[src/rtl/midi_rx_pkg.sv]
package midi_rx_pkg;
  typedef enum logic {ST_IDLE, ST_RECV} rx_state_e;

  function automatic logic maj3(input logic a, input logic b, input logic c);
    return (a & b) | (a & c) | (b & c);
  endfunction
endpackage

[src/rtl/midi_rx_sync.sv]
module midi_rx_sync #(
  parameter int unsigned STAGES = 2,
  parameter logic        RST_VAL = 1'b1
) (
  input  logic clk_i,
  input  logic rst_ni,
  input  logic d_i,
  output logic q_o
);
  logic [STAGES-1:0] q;

  generate
    if (STAGES == 1) begin : g_one
      always_ff @(posedge clk_i or negedge rst_ni)
        if (!rst_ni) q <= {STAGES{RST_VAL}};
        else         q <= d_i;
    end else begin : g_chain
      always_ff @(posedge clk_i or negedge rst_ni)
        if (!rst_ni) q <= {STAGES{RST_VAL}};
        else         q <= {q[STAGES-2:0], d_i};
    end
  endgenerate

  assign q_o = q[STAGES-1];
endmodule

[src/rtl/midi_rx_tick.sv]
module midi_rx_tick #(
  parameter int unsigned DIV = 8
) (
  input  logic clk_i,
  input  logic rst_ni,
  output logic tick_o
);
  localparam int unsigned CW = (DIV > 1) ? $clog2(DIV) : 1;
  localparam logic [CW-1:0] LAST = CW'(DIV - 1);

  logic [CW-1:0] cnt;

  always_ff @(posedge clk_i or negedge rst_ni)
    if (!rst_ni)          cnt <= '0;
    else if (cnt == LAST) cnt <= '0;
    else                  cnt <= cnt + 1'b1;

  assign tick_o = (cnt == LAST);
endmodule

[src/rtl/midi_rx_vote.sv]
module midi_rx_vote
  import midi_rx_pkg::*;
(
  input  logic clk_i,
  input  logic rst_ni,
  input  logic tick_i,
  input  logic line_i,
  output logic last_o,
  output logic maj_o
);
  // two previous tick samples; the third is the live line
  logic [1:0] win;

  always_ff @(posedge clk_i or negedge rst_ni)
    if (!rst_ni)     win <= 2'b11;
    else if (tick_i) win <= {win[0], line_i};

  assign last_o = win[0];
  assign maj_o  = maj3(win[1], win[0], line_i);
endmodule

[src/rtl/midi_rx_fsm.sv]
module midi_rx_fsm
  import midi_rx_pkg::*;
#(
  parameter int unsigned DATA_W = 8,
  parameter int unsigned OVS    = 16
) (
  input  logic              clk_i,
  input  logic              rst_ni,
  input  logic              tick_i,
  input  logic              line_i,
  input  logic              last_i,
  input  logic              maj_i,
  output logic              busy_o,
  output logic [DATA_W-1:0] data_o,
  output logic              valid_o,
  output logic              ferr_o
);
  localparam int unsigned PH_W  = $clog2(OVS);
  localparam int unsigned BIT_W = $clog2(DATA_W + 2);
  localparam int unsigned CNT_W = PH_W + BIT_W;
  localparam logic [PH_W-1:0]  CENTER   = PH_W'(OVS / 2);
  localparam logic [BIT_W-1:0] STOP_IDX = BIT_W'(DATA_W + 1);

  rx_state_e          st;
  logic [CNT_W-1:0]   cnt;
  logic [DATA_W-1:0]  sreg;
  logic [PH_W-1:0]    phase;
  logic [BIT_W-1:0]   bit_idx;
  logic               decide;

  assign phase   = cnt[PH_W-1:0];
  assign bit_idx = cnt[CNT_W-1:PH_W];
  // cnt holds centre+0 on the tick that samples centre+1: window is centre-1..centre+1
  assign decide  = tick_i && (st == ST_RECV) && (phase == CENTER);

  always_ff @(posedge clk_i or negedge rst_ni) begin
    if (!rst_ni) begin
      st      <= ST_IDLE;
      cnt     <= '0;
      sreg    <= '0;
      data_o  <= '0;
      valid_o <= 1'b0;
      ferr_o  <= 1'b0;
    end else begin
      valid_o <= 1'b0;
      if (tick_i) begin
        if (st == ST_IDLE) begin
          if (last_i && !line_i) begin
            st  <= ST_RECV;
            cnt <= '0;
          end
        end else begin
          cnt <= cnt + 1'b1;
          if (decide) begin
            if (bit_idx == '0) begin
              if (maj_i) st <= ST_IDLE;  // glitch, not a start bit
            end else if (bit_idx == STOP_IDX) begin
              data_o  <= sreg;
              ferr_o  <= ~maj_i;
              valid_o <= 1'b1;
              st      <= ST_IDLE;
            end else begin
              sreg <= {maj_i, sreg[DATA_W-1:1]};
            end
          end
        end
      end
    end
  end

  assign busy_o = (st == ST_RECV);
endmodule

[src/rtl/midi_byte_rx.sv]
module midi_byte_rx #(
  parameter int unsigned DATA_W = 8,
  parameter int unsigned OVS    = 16,
  parameter int unsigned DIV    = 8,
  parameter int unsigned SYNC_N = 2
) (
  input  logic              clk_i,
  input  logic              rst_ni,
  input  logic              rx_i,
  output logic [DATA_W-1:0] data_o,
  output logic              valid_o,
  output logic              ferr_o
);
  logic line_s, tick, last, maj, busy;

  midi_rx_sync #(.STAGES(SYNC_N), .RST_VAL(1'b1)) u_sync (
    .clk_i(clk_i), .rst_ni(rst_ni), .d_i(rx_i), .q_o(line_s)
  );

  midi_rx_tick #(.DIV(DIV)) u_tick (
    .clk_i(clk_i), .rst_ni(rst_ni), .tick_o(tick)
  );

  midi_rx_vote u_vote (
    .clk_i(clk_i), .rst_ni(rst_ni), .tick_i(tick), .line_i(line_s),
    .last_o(last), .maj_o(maj)
  );

  midi_rx_fsm #(.DATA_W(DATA_W), .OVS(OVS)) u_fsm (
    .clk_i(clk_i), .rst_ni(rst_ni), .tick_i(tick), .line_i(line_s),
    .last_i(last), .maj_i(maj), .busy_o(busy),
    .data_o(data_o), .valid_o(valid_o), .ferr_o(ferr_o)
  );
endmodule

[config.mk]
export PLATFORM = sky130hd
export DESIGN_NAME = midi_byte_rx
export DESIGN_NICKNAME = d
export VERILOG_FILES = /design/src/rtl/midi_rx_pkg.sv /design/src/rtl/midi_rx_sync.sv /design/src/rtl/midi_rx_tick.sv /design/src/rtl/midi_rx_vote.sv /design/src/rtl/midi_rx_fsm.sv /design/src/rtl/midi_byte_rx.sv
export SDC_FILE = /design/constraint.sdc
export NUM_CORES = 1
export LEC_CHECK = 0
export ABC_CLOCK_PERIOD_IN_PS = 5400
export BUFFER_PORTS_ARGS = -buffer_cell sky130_fd_sc_hd__buf_2
export CELL_PAD_IN_SITES_DETAIL_PLACEMENT = 0
export CELL_PAD_IN_SITES_GLOBAL_PLACEMENT = 1
export CORE_MARGIN = 1
export CORE_UTILIZATION = 45
export CTS_BUF_LIST = sky130_fd_sc_hd__clkbuf_2 sky130_fd_sc_hd__clkbuf_4 sky130_fd_sc_hd__clkbuf_8
export DETAILED_ROUTE_END_ITERATION = 10
export HOLD_SLACK_MARGIN = 0.05
export PLACE_DENSITY_LB_ADDON = 0.1
export SYNTH_ARGS = -nofsm -noshare
export SYNTH_HDL_FRONTEND = slang
export SYNTH_SLANG_ARGS = --single-unit
[constraint.sdc]
create_clock -name clk_i -period 5.4 [get_ports clk_i]
set_input_delay 1.08 -clock clk_i [delete_from_list [all_inputs] [get_ports clk_i]]
set_output_delay 1.08 -clock clk_i [all_outputs]
set_load 0.03 [all_outputs]
==> results.cfg <==
[detailed_routing]
drc = 0
drt-total-wl_mm = 2.24
vias = 882
firstDrtPassIters = 3
drt_iter0_drc = 27
detail-route-antenna-nets = 0
routedWlPerCell_um = 13.1
post_drt_via_cell_ratio = 5.16

[pwr]
clockPowerShare_pct = 34.2
combPwrFrac_pct = 4.5
power.switching_w = 0.0000986
peakVddDrop_uv = 122
swShare_pct = 22.6
p_leak_nw = 0.815
power.density_nw_per_um2 = 268
p_total_w = 0.000436
p_seq_share_pct = 61.3
p_int_w = 0.000337

[cts]
clkSinkCount = 34
postCtsSetupRepairBufs = 0
htreeDepth = 2
cts_buffers = 5
clock_path_buffers = 2
cts_resized = 0
cts_tree = yes
root_buffer = clkbuf_4
hold_buffers = 0
worstSkewPairLatency_ps = 330
cts.clk_slew.worst_paths_ps = 100

[global_routing]
grt_pass1_wl_mm = 3.97
grt_use_met2_pct = 23.9
grt_util_met1_pct = 20.5
antenna_found_initial = 0
grt_usage_pct = 15.9
grt.busiest_layer = met2
overflow = 0
grtUsageMet3_pct = 5.24
grt_max_degree = 35
grt_pass1_vias = 870

[critical_path]
reg2reg_slack_ps = 3280
worstPathArrival_ps = 2340
cp_max_fo = 11
crit_required_ps = 5620
timing.rr.start = u_tick.cnt[0]$_DFF_PN0_
path_cells = ha_1 > ha_1 > and4_1 > nand4_1 > mux2_1
start_kind = flip-flop
crit_path_max_incr_delay_ps = 480
critPathBufInv = 0
worst-path-stages = 5
cp_common_cell = ha_1
startpoint = u_tick.cnt[0]$_DFF_PN0_
reg2regPathDepth = 5
cp_top_family = simple AND/OR/NAND/NOR gates
critPathCaptureType = flip-flop
slowest_stage = mux2_1
critical_path_class = reg2reg

[floorplanning]
rows = 20
dieArea_um2 = 3530
io_pins = 13
die_w_um = 59.4
initial_utilization_pct = 48.1
core_area_um2 = 3080
die_h_um = 59.4

[min_path]
worstHoldStart = u_sync.q[0]$_DFF_PN1_
worstHoldPathType = reg2reg
hold_path_depth = 0

[cells_and_area]
fillCellCount = 296
drive_above_1_share_pct = 35.4
syn2layout_area_growth_pct = 9.88
final_common_cell = dfrtp_1
diodes = 0
final_area_um2 = 1630
final_cell_mix = dfrtp_1 (30), buf_2 (12), o21ai_0 (10)
nets = 133

[place]
port_buffers = 12
gp_congestion = 0.716
post_dp_cell_area_um2 = 1560
hpwl_mm = 1.56

[timing]
timing.fmax_mhz = 472
relSlewSlack_pct = 51.7
rsz0062_at_grt = no
period_share_pct = 39.2
hold_viol = 0
worstMarginPinSlew_ps = 724
period_minus_slack_ps = 2120
setup_viol = 0
slew_violations = 0
clock_skew_ps = 3.40
finalSetupTns_ps = 0

[yosys]
synth_fp_nets = 118
synth_cell_types = 32
yosys_warnings = 0
synth-seq-area-share_pct = 57.8
synthCells = 111
syn-cell-area_um2 = 1480
syn-mean-instance-area_um2 = 13.3
ys_seq_elements = 34

[outcome]
status = complete, no violations

[job]
drv_cap = 0
## routing by layer
metal,wire length (um),vias up,part of all wire [%]
met3,88,7,3.9
met2,1040,17,46
met1,1060,438,47
li1,-,420,-
met5,0,-,0
met4,48,0,2.1
## registers in the layout (all words and copies together), names as in the netlist
signal and count:
u_fsm.sreg 8, u_tick.cnt 3, u_vote.win 2, u_fsm.data_o 8
u_fsm.ferr_o 1, u_fsm.valid_o 1, u_fsm.busy_o 1, u_fsm.cnt 8
u_sync.q 2
## through the flow
stage | hold slack, ps | instances | utilization [%] | setup WS [ps]
2_1_floorplan | 345 | 111 | - | 3560
3_3_place_gp | 346 | 163 | 50.8 | 3360
3_5_place_dp | 347 | 163 | 50.8 | 3270
4_1_cts | 362 | 171 | 52.9 | 3260
5_1_grt | 365 | 171 | 52.9 | 3050
6_report | 361 | 171 | 52.9 | 3280
## power by group through the flow
| stage | sequential [W] | combinational [W] | clock, W |
|---|---|---|---|
| final | 0.000267 | 0.0000195 | 0.000149 |
| after floorplan | 0.000271 | 0.0000116 | 0 |
| after detailed placement | 0.000272 | 0.0000205 | 0 |
| after global routing | 0.000269 | 0.0000235 | 0.000164 |
| after global placement | 0.000272 | 0.0000194 | 0 |
| after CTS | 0.000268 | 0.0000207 | 0.000156 |
## path summary, 6_finish.rpt
check | endpoint
worst max-delay path | u_fsm.data_o[0]$_DFFE_PN0P_
worst min-delay path | u_sync.q[1]$_DFF_PN1_
worst max register to register | u_fsm.data_o[0]$_DFFE_PN0P_
worst min register to register | u_sync.q[1]$_DFF_PN1_
max in group asynchronous | u_fsm.sreg[5]$_DFFE_PN0P_
min in group asynchronous | u_fsm.sreg[1]$_DFFE_PN0P_
## cell usage after synthesis (all sizes together)
cell | number | area (um2)
nand2 | 8 | 30.0
nand3 | 2 | 10.0
nor2b | 4 | 32.5
or3 | 1 | 6.26
dfstp | 4 | 105
ha | 4 | 50.1
dfrtp | 30 | 751
mux2i | 2 | 20.0
a21oi | 1 | 5.00
nand4 | 2 | 12.5
a31oi | 2 | 12.5
inv | 3 | 11.3
nor3 | 2 | 21.3
buf | 4 | 32.5
and3 | 2 | 17.5
xor2 | 1 | 8.76
and4 | 1 | 8.76
o31ai | 1 | 7.51
mux2 | 18 | 233
maj3 | 1 | 10.0
and2 | 2 | 15.0
o21ai | 10 | 50.1
nor2 | 4 | 15.0
a22o | 1 | 8.76
nand3b | 1 | 7.51
## cells by family after synthesis
family / after synthesis / synth area share, %
DFF: 34 / 57.8
and+or+nand+nor: 29 / 11.9
muxes: 20 / 17.1
AOI/OAI and AO/OA: 15 / 5.66
buffers and inverters: 7 / 2.96
adders and majority gates: 5 / 4.05
xor gates and xnor gates: 1 / 0.591
## layout make-up
type                    instances  area, um2  area share (%)
clock buffers                   7       58.8            3.61
clock inverters                 1       5.00           0.307
inverters                       3       11.3           0.692
multi-input cells              70        582            35.7
flip-flops and latches         34        856            52.6
well taps                      44       55.1            3.38
repair buffers                 12       60.1            3.69
Power figures use the tool's default switching activity.
